**src/rtl/mhist_pkg.sv**
```systemverilog
package mhist_pkg;
  localparam int PIX_W   = 8;
  localparam int WIN     = 9;
  localparam int SEG_LOW = 5;
  localparam int NBINS   = 1 << PIX_W;
  localparam int CNT_W   = $clog2(WIN + 1);
  localparam int MED_IDX = (WIN + 1) / 2;
  localparam int POS_W   = $clog2(WIN);
endpackage

```
**src/rtl/mhist_mask.sv**
```systemverilog
module mhist_mask #(
  parameter int PIX_W   = 8,
  parameter int SEG_LOW = 5
) (
  input  logic [PIX_W-1:0]      pixel,
  output logic [(1<<PIX_W)-1:0] mask
);
  localparam int SEG_SZ = 1 << SEG_LOW;
  localparam int HI_W   = PIX_W - SEG_LOW;
  localparam int NSEG   = 1 << HI_W;

  logic [HI_W-1:0]    hi;
  logic [SEG_LOW-1:0] lo;
  logic [SEG_SZ-1:0]  part;

  assign hi   = pixel[PIX_W-1:SEG_LOW];
  assign lo   = pixel[SEG_LOW-1:0];
  assign part = {SEG_SZ{1'b1}} << lo;

  for (genvar k = 0; k < NSEG; k++) begin : g_seg
    assign mask[k*SEG_SZ +: SEG_SZ] =
      (HI_W'(k) > hi)  ? {SEG_SZ{1'b1}} :
      (HI_W'(k) == hi) ? part : {SEG_SZ{1'b0}};
  end
endmodule

```
**src/rtl/mhist_bin.sv**
```systemverilog
module mhist_bin #(
  parameter int CNT_W = 4,
  parameter int LIMIT = 9
) (
  input  logic             clk,
  input  logic             rst,
  input  logic             en,
  input  logic             restart,
  input  logic             flush,
  input  logic [CNT_W-1:0] med_idx,
  output logic             hit
);
  logic [CNT_W-1:0] cnt_q;
  logic [CNT_W-1:0] cnt_nx;

  assign cnt_nx = (restart ? '0 : cnt_q) + CNT_W'(en);
  assign hit    = (cnt_nx >= med_idx);

  always_ff @(posedge clk) begin
    if (rst || flush) cnt_q <= '0;
    else              cnt_q <= cnt_nx;
  end


  bin_bound_chk: assert property (@(posedge clk) disable iff (rst)
    cnt_q <= CNT_W'(LIMIT));
endmodule

```
**src/rtl/mhist_prienc.sv**
```systemverilog
module mhist_prienc #(
  parameter int N = 256
) (
  input  logic [N-1:0]         hit,
  output logic [$clog2(N)-1:0] idx,
  output logic                 found
);
  localparam int IDX_W = $clog2(N);

  always_comb begin
    idx   = '0;
    found = 1'b0;
    for (int i = N - 1; i >= 0; i--) begin
      if (hit[i]) begin
        idx   = IDX_W'(i);
        found = 1'b1;
      end
    end
  end
endmodule

```
**src/rtl/mhist_median.sv**
```systemverilog
module mhist_median
  import mhist_pkg::*;
(
  input  logic             clk,
  input  logic             rst,
  input  logic             in_valid,
  output logic             in_ready,
  input  logic             in_first,
  input  logic [PIX_W-1:0] in_pixel,
  output logic             out_valid,
  input  logic             out_ready,
  output logic [PIX_W-1:0] out_median
);
  logic             accept, restart, last, found;
  logic [POS_W-1:0] pos_q;
  logic [NBINS-1:0] mask, hit;
  logic [PIX_W-1:0] level;
  logic             ov_q;
  logic [PIX_W-1:0] med_q;

  assign in_ready   = !ov_q || out_ready;
  assign accept     = in_valid && in_ready;
  assign restart    = accept && in_first;
  assign last       = accept && (in_first ? (WIN == 1) : (pos_q == POS_W'(WIN - 1)));
  assign out_valid  = ov_q;
  assign out_median = med_q;

  mhist_mask #(.PIX_W(PIX_W), .SEG_LOW(SEG_LOW)) u_mask (
    .pixel(in_pixel),
    .mask (mask)
  );

  for (genvar b = 0; b < NBINS; b++) begin : g_bin
    mhist_bin #(.CNT_W(CNT_W), .LIMIT(WIN)) u_bin (
      .clk    (clk),
      .rst    (rst),
      .en     (accept && mask[b]),
      .restart(restart),
      .flush  (last),
      .med_idx(CNT_W'(MED_IDX)),
      .hit    (hit[b])
    );
  end

  mhist_prienc #(.N(NBINS)) u_enc (
    .hit  (hit),
    .idx  (level),
    .found(found)
  );

  always_ff @(posedge clk) begin
    if (rst || last)   pos_q <= '0;
    else if (restart)  pos_q <= POS_W'(1);
    else if (accept)   pos_q <= pos_q + 1'b1;
  end

  always_ff @(posedge clk) begin
    if (rst) begin
      ov_q  <= 1'b0;
      med_q <= '0;
    end else if (last) begin
      ov_q  <= 1'b1;
      med_q <= level;
    end else if (out_ready) begin
      ov_q  <= 1'b0;
    end
  end


  mask_width_chk: assert property (@(posedge clk) disable iff (rst)
    accept |-> ($countones(mask) == NBINS - int'(in_pixel)));

  level_found_chk: assert property (@(posedge clk) disable iff (rst)
    last |-> found);

  stall_hold_chk: assert property (@(posedge clk) disable iff (rst)
    (out_valid && !out_ready) |=> (out_valid && $stable(out_median)));

  no_take_chk: assert property (@(posedge clk) disable iff (rst)
    (out_valid && !out_ready) |-> !(in_valid && in_ready));

  valid_after_last_chk: assert property (@(posedge clk) disable iff (rst)
    $rose(out_valid) |-> $past(last));
endmodule

```
**config.mk**
```make
export PLATFORM = sky130hd
export DESIGN_NAME = mhist_median
export DESIGN_NICKNAME = d
export VERILOG_FILES = /design/src/rtl/mhist_pkg.sv /design/src/rtl/mhist_mask.sv /design/src/rtl/mhist_bin.sv /design/src/rtl/mhist_prienc.sv /design/src/rtl/mhist_median.sv
export SDC_FILE = /design/constraint.sdc
export NUM_CORES = 2
export LEC_CHECK = 0
export ABC_CLOCK_PERIOD_IN_PS = 5700
export BUFFER_PORTS_ARGS = -buffer_cell sky130_fd_sc_hd__buf_2
export CORE_MARGIN = 1
export CORE_UTILIZATION = 42
export CTS_CLUSTER_SIZE = 8
export DETAILED_ROUTE_END_ITERATION = 10
export HOLD_SLACK_MARGIN = 0.15
export SLEW_MARGIN = 20
export SYNTH_ARGS = -nofsm -noshare
export SYNTH_HDL_FRONTEND = slang
export SYNTH_SLANG_ARGS = --single-unit
```
**constraint.sdc**
```tcl
create_clock -name clk -period 5.7 [get_ports clk]
set_clock_uncertainty 0.1 [all_clocks]
set_input_delay 0.57 -clock clk [delete_from_list [all_inputs] [get_ports clk]]
set_output_delay 0.57 -clock clk [all_outputs]
set_load 0.02 [all_outputs]
```
## Yosys cells after proc, flatten, opt, wreduce, memory -nomap -nowiden

Cells that the tools add are included.

- Logic and storage cells: 1589
- Input port bits: 13
- Register bits: 1037

- $lt $le $gt $ge: 264
- $add $sub $neg: 257
- Reductions and logical operators: 266
- Shift operators: 1
- Equality and inequality tests: 8
- Multiplexer cells: 533

Operators with widths:

| kind | number |
|---|---|
| $mux W8 | 256 |
| $add A4 B1 Y4 | 256 |
| $ge A4 B3 Y1 const B | 256 |
| $mux W4 | 256 |
| $mux W32 | 16 |
| $logic_and A1 B1 Y1 | 259 |
| $shl A32 B5 Y32 const A | 1 |
| $eq A3 B3 Y1 const A | 4 |
| $gt A3 B3 Y1 const A | 4 |
| $eq A2 B3 Y1 const A | 2 |
| $gt A1 B3 Y1 const A | 2 |
| $gt A2 B3 Y1 const A | 2 |
| $mux W1 | 5 |
| $add A4 B1 Y4 const B | 1 |
| $eq A4 B4 Y1 const B | 1 |
| $reduce_bool A2 Y1 | 2 |
| $eq A1 B3 Y1 const A | 1 |
| $logic_not A3 Y1 | 1 |
| $logic_or A1 B1 Y1 | 2 |
| $reduce_or A2 Y1 | 1 |
| $logic_not A1 Y1 | 1 |

## Depth between registers and ports, before layout

- Word-level depth: 263
- Depth in mapped cells: 23
- Mapped depth without buffers: 20

## Modules after synthesis

Synthesis repeated with hierarchy kept, for this count alone.

- Cells, all modules: 9076
- Area, all modules: 91520.3 um2

By module, submodules not included:

| module | area an instance (um2) | cells an instance | times used | seq. area each (um2) |
|---|---|---|---|---|
| mhist_bin | 325.3 | 30 | 256 | 80.1 |
| mhist_prienc | 3483.3 | 606 | 1 | 0.0 |
| mhist_median | 2408.6 | 387 | 1 | 260.2 |
| mhist_mask | 2348.5 | 403 | 1 | 0.0 |

## Worst setup path after synthesis

No wires, ideal clock.

- Path kind: input to register
- Start point: input out_ready
- End point: register med_q[6] (netlist: out_median[6])
- Arrival: 4641 ps
- Stages on the path: 22
- Path slack: 842 ps
- Buffers on the path: 4
- Cell sequence: nor2b_4 > inv_2 > clkbuf_1 > clkbuf_1 > nand2_1 > inv_1 > clkbuf_1 > nand2b_1 > clkbuf_1 > a21oi_1 > ha_1 > ha_1 > o21ba_2 > o211ai_1 > o221ai_1 > or2_1 > nor3_2 > nand3_1 > or4_1 > nor2_1 > o211ai_1 > a22o_1

- Elaborated cells on any way between the ends: 1284
- Classes of those cells: add/sub (256); order compare (256); mux (512); reduce/logical (260)

RTL lines:

| element | line | RTL |
|---|---|---|
| start, declared | mhist_median.sv:11 | `input logic out_ready,` |
| $logic_or A1 B1 Y1 (*) | mhist_median.sv:21 | `assign in_ready = !ov_q \|\| out_ready;` |
| named net in_ready | mhist_median.sv:7 | `output logic in_ready,` |
| $logic_and A1 B1 Y1 (*) | mhist_median.sv:22 | `assign accept = in_valid && in_ready;` |
| named net accept | mhist_median.sv:14 | `logic accept, restart, last, found;` |
| $logic_and A1 B1 Y1 | mhist_median.sv:23 | `assign restart = accept && in_first;` |
| $mux W4 | mhist_bin.sv:16 | `assign cnt_nx = (restart ? '0 : cnt_q) + CNT_W'(en);` |
| $add A4 B1 Y4 (*) | mhist_bin.sv:16 |  |
| named net g_bin[195].u_bin.cnt_nx[1] | mhist_bin.sv:14 | `logic [CNT_W-1:0] cnt_nx;` |
| $ge A4 B3 Y1 (*) | mhist_bin.sv:17 | `assign hit = (cnt_nx >= med_idx);` |
| $mux W8 (*) (196 in a row) | mhist_prienc.sv:14 | `if (hit[i]) begin` |
| end signal, assigned | mhist_median.sv:63 | `med_q <= level;` |
| end, declared | mhist_median.sv:19 | `logic [PIX_W-1:0] med_q;` |

Mark *: on every way through the listed nets, which the timed path passes. The rest lies on a longest branch.
A chain may end at the register's enable or synchronous reset.

## Final worst setup path

- Start point: register ov_q (netlist: out_valid)
- End point: register med_q[1] (netlist: out_median[1])

- Elaborated cells on any way between the ends: 1285
- Classes of those cells: add/sub (256); order compare (256); mux (512); reduce/logical (261)

RTL lines:

| element | line | RTL |
|---|---|---|
| start, declared | mhist_median.sv:18 | `logic ov_q;` |
| start signal, assigned | mhist_median.sv:59 | `ov_q <= 1'b0;` |
| start signal, assigned | mhist_median.sv:62 | `ov_q <= 1'b1;` |
| start signal, assigned | mhist_median.sv:65 | `ov_q <= 1'b0;` |
| $logic_not A1 Y1 (*) | mhist_median.sv:21 |  |
| $logic_or A1 B1 Y1 (*) | mhist_median.sv:21 |  |
| $logic_and A1 B1 Y1 (*) | mhist_median.sv:22 |  |
| $logic_and A1 B1 Y1 | mhist_median.sv:23 |  |
| $mux W4 | mhist_bin.sv:16 |  |
| $add A4 B1 Y4 (*) | mhist_bin.sv:16 |  |
| named net g_bin[206].u_bin.cnt_nx[1] | mhist_bin.sv:14 |  |
| $ge A4 B3 Y1 (*) | mhist_bin.sv:17 |  |
| $mux W8 (*) (207 in a row) | mhist_prienc.sv:14 |  |

Marked as above.

==> impl_metrics.csv <==
group,metric,value,unit
status,status,"finished clean",
worst_setup_path,crit_required,6.21,ns
floorplan,chipWidth,358.6,um
power_and_ir_drop,p_leak,0.02599,uW
sta,final.hold.worst_slack,0.3702,ns
clock_network,htree_num_levels,4,
placed_design,detailed_place_hpwl,108.2,mm
synth,postSynthNetCount,6582,
worst_setup_path,cp_num_buf_inv,4,
worst_setup_path,worstPathCellList,"nor2b_4 -> inv_2 -> nand2_1 -> inv_1 -> buf_4 -> nand2b_1 -> buf_12 -> a21oi_1 -> ha_1 -> ha_1 -> nor2_1 -> a2111oi_0 -> a221oi_1 -> o221ai_1 -> a21oi_1 -> o2111ai_1 -> a211oi_1 -> nor3_1 -> o311ai_2 -> a211oi_1",
clock_network,clk_latency,0.75,ns
synth,ys_seq_area_frac,0.3888,
clock_network,clock_slew_at_the_register_clock_pins_of_the_worst_setup_and_hold_paths,0.05,ns
detailed_routing,drt-vias-per-instance,5.641,
power_and_ir_drop,ir_drop,0.2857,mV
detailed_routing,route.detailed.drc,0,
grt,grt_util_all_layers,0.2559,
synth,postSynthCellCount,6055,
sta,final_min_period_over_clock_period,0.9336,
detailed_routing,drt_wl_total,165.2,mm
synth,asyncSetResetFlopFracSynth,0,
floorplan,io_pins,23,
grt,via_count_of_the_first_global_routing_pass,42210,
synth,synthesis.yosys.warnings,0,
placed_design,place_inst,7550,
worst_setup_path,cp_max_fo,15,
placed_design,place_worst_setup_slack,0.001184,ns
detailed_routing,drt_pass1_iterations,5,
placed_design,gp_congestion,0.9211,
worst_setup_path,setup.worst_path.start_class,"flip-flop",
floorplan,initial_core_util,0.4241,
placed_design,portBuffers,22,
floorplan,num_rows,130,
clock_network,clock_tree.root_cell,"sky130_fd_sc_hd__clkbuf_16",
worst_setup_path,critical-path-top-delay-family,"compound AO/OA/AOI/OAI gates",
finish,final_common_cell,"sky130_fd_sc_hd__and2_1",
power_and_ir_drop,pwr-share-seq,0.440,
worst_setup_path,critPathKind,"reg -> reg",
sta,report.final.slew_viol_count,0,
synth,netlist-cell-type-count,87,
clock_network,clock_tree_from_tritoncts,"built",
synth,synth-edff-count,0,
floorplan,die_h,358.6,um
power_and_ir_drop,power_report.internal_total,12790,uW
power_and_ir_drop,cellPowerDensity,285.3,nW/um2
sta,upper_clock_frequency_limit,187.9,MHz
sta,setup_violators_final,0,
detailed_routing,vias,43560,
power_and_ir_drop,power_switching,4271,uW
grt,maximum_number_of_pins_on_one_net_before_global_route_repair,204,
synth,synth.cell_area,53390,um2
grt,grt_antenna_before_repair,12,
synth,post_synth.cell_area_avg,8.818,um2
sta,shortest_period_the_worst_path_allows,5.321,ns
worst_setup_path,critical_path_cell_with_the_highest_stage_delay,"sky130_fd_sc_hd__o311ai_2",
synth,synth_seq_cells,1037,
power_and_ir_drop,combPwrFrac,0.090,
worst_setup_path,critical_path_capture_point_type,"flip-flop",
floorplan,fp.dieArea,128600,um2
sta,least_margin_pin_slew,1.072,ns
power_and_ir_drop,sw_frac_of_total,0.2503,
synth,ys_flop_type,"sky130_fd_sc_hd__dfxtp_1",
finish,n_fill_cell,12140,
grt,grt_first_pass_wirelength,252.4,mm
finish,most-common-layout-cells,"1,045 x sky130_fd_sc_hd__and2_1, 1,037 x sky130_fd_sc_hd__dfxtp_1, 887 x sky130_fd_sc_hd__nor2_1",
flow_run,maxCapViolCount,0,
finish,synthToLayoutAreaGrowth,12.00,%
detailed_routing,detail_route.iter0.violations,3029,
finish,layoutNonFillerInstCount,7722,
sta,fin_ws,0.3786,ns
floorplan,coreArea,125900,um2
hold_path,worstHoldPathType,"reg -> reg",
power_and_ir_drop,clkPwrFrac,0.470,
sta,number_of_hold_violations_in_the_final_report,0,
clock_network,cts.path.max_buffers,3,
worst_setup_path,crit_path_max_incr_delay,0.51,ns
finish,post_route_cells_drive_above_1_share,0.07018,
detailed_routing,route.antenna.remaining_nets,0,
detailed_routing,detail_route.wl_per_cell,21.40,um
finish,total_nets_final,6580,
worst_setup_path,critPathArrivalTime,5.83,ns
grt,overflow,0,
sta,grt_setup_unrepaired,"no",
sta,setup_tns,0,ns
clock_network,clock_sink_count,1037,
sta,slew_headroom,0.2856,
clock_network,number_of_buffers_created_by_cts,148,
[synth_stat cells (11+ instances only)]
cell / n / area [um2]
sky130_fd_sc_hd__o22ai_1: 194 / 1214
sky130_fd_sc_hd__xnor2_1: 47 / 411.6
sky130_fd_sc_hd__a21oi_1: 210 / 1051
sky130_fd_sc_hd__dfxtp_1: 1037 / 20760
sky130_fd_sc_hd__nor4_1: 43 / 269.0
sky130_fd_sc_hd__xor2_1: 466 / 4081
sky130_fd_sc_hd__o2111ai_1: 11 / 96.34
sky130_fd_sc_hd__a21boi_0: 37 / 277.8
sky130_fd_sc_hd__a2111oi_0: 16 / 140.1
sky130_fd_sc_hd__and2_1: 1046 / 6544
sky130_fd_sc_hd__o22a_1: 36 / 315.3
sky130_fd_sc_hd__buf_2: 44 / 220.2
sky130_fd_sc_hd__nand2b_1: 24 / 150.1
sky130_fd_sc_hd__buf_6: 14 / 157.7
sky130_fd_sc_hd__o21bai_1: 15 / 112.6
sky130_fd_sc_hd__clkbuf_1: 254 / 953.4
sky130_fd_sc_hd__o221ai_1: 48 / 420.4
sky130_fd_sc_hd__and3_1: 19 / 118.9
sky130_fd_sc_hd__nand2_1: 64 / 240.2
sky130_fd_sc_hd__buf_1: 16 / 60.06
sky130_fd_sc_hd__o21ba_2: 36 / 360.4
sky130_fd_sc_hd__nand4_1: 14 / 87.58
sky130_fd_sc_hd__o21ai_1: 72 / 360.4
sky130_fd_sc_hd__nor2b_1: 29 / 181.4
sky130_fd_sc_hd__o31ai_1: 15 / 112.6
sky130_fd_sc_hd__o21ai_0: 240 / 1201
sky130_fd_sc_hd__a211oi_1: 23 / 172.7
sky130_fd_sc_hd__o211ai_1: 48 / 360.4
sky130_fd_sc_hd__inv_1: 34 / 127.6
sky130_fd_sc_hd__nor3_1: 37 / 185.2
sky130_fd_sc_hd__ha_1: 514 / 6431
sky130_fd_sc_hd__nand3_1: 287 / 1436
sky130_fd_sc_hd__nor2_1: 887 / 3329
sky130_fd_sc_hd__or2_2: 13 / 81.33
sky130_fd_sc_hd__a31oi_1: 23 / 143.9
[cell type report]
type                            count  area, um2  share of cell area
Antenna cell                        2      5.005          0.00008369
Clock buffer                      159       3861             0.06456
Clock inverter                      8      153.9            0.002573
Inverter                           35      131.4            0.002197
Multi-Input combinational cell   4645      31120              0.5203
Sequential cell                  1037      20760              0.3471
Tap cell                         1650       2064             0.03452
Timing Repair Buffer              186       1712             0.02862
[power by group through the flow]
| stage | Sequential (uW) | Combinational, uW | Clock, uW |
|---|---|---|---|
| 3_3_place_gp | 7640 | 1500 | 0 |
| 3_5_place_dp | 7650 | 1510 | 0 |
| 4_1_cts | 7500 | 1530 | 8150 |
| 2_1_floorplan | 7630 | 982 | 0 |
| 5_1_grt | 7510 | 1690 | 8440 |
| 6_report | 7500 | 1540 | 8020 |
[worst reg2reg max path, delay by kind of cell, from the launching register on]
kind            cells  cell delay [ns]
flops               1             0.32
fa+ha+maj           2             0.52
simple gates        5             0.89
compound gates      9             2.71
buf+inv             4             0.63
[per-layer routing]
| layer | wire (um) | vias up | track usage |
|---|---|---|---|
| met5 | 95 | - | 0 |
| met4 | 6235 | 14 | 0.1012 |
| met3 | 11690 | 330 | 0.05127 |
| met2 | 74640 | 1206 | 0.4156 |
| met1 | 72560 | 21200 | 0.3321 |
| li1 | - | 20810 | - |
[what timing repair did]
action                                  CTS  global route
endpoints found under the setup margin    0             2
gates resized for setup                   0             2
hold buffers                              3             0
buffers inserted                          0             0
hold endpoints to repair                  2             0
[cell families (layout without fill, tap and decap cells)]
logic type | count (synthesis) | count (layout) | synth area share
simple gates | 2522 | 2522 | 0.2455
buf+inv | 373 | 388 | 0.02992
compound gates | 1095 | 1095 | 0.1309
flops | 1037 | 1037 | 0.3888
fa+ha+maj | 514 | 514 | 0.1204
other cells | 0 | 2 | 0
xor+xnor | 514 | 514 | 0.08445
[final timing paths]
path                   endpoint           from  slack [ns]  cells after the start
hold / removal    out_median[7]  out_median[7]        0.37                      2
hold reg to reg   out_median[7]  out_median[7]        0.37                      2
setup reg to reg  out_median[1]      out_valid        0.38                     20
setup / recovery  out_median[1]      out_valid        0.38                     20
[sequential cells by signal, summed over array words and instances (netlist names)]
signal	count
g_bin.u_bin.cnt_q	1024
out_median	8
pos_q	4
out_valid	1
[stage by stage]
stage	cell area (um2)	utilization	power [uW]
2_1_floorplan	53390	-	8613
3_3_place_gp	55730	0.4427	9141
3_5_place_dp	55730	0.4427	9157
4_1_cts	59770	0.4748	17180
5_1_grt	59800	0.4750	17640
6_report	59800	0.4750	17060
Power figures use the tool's default switching activity.
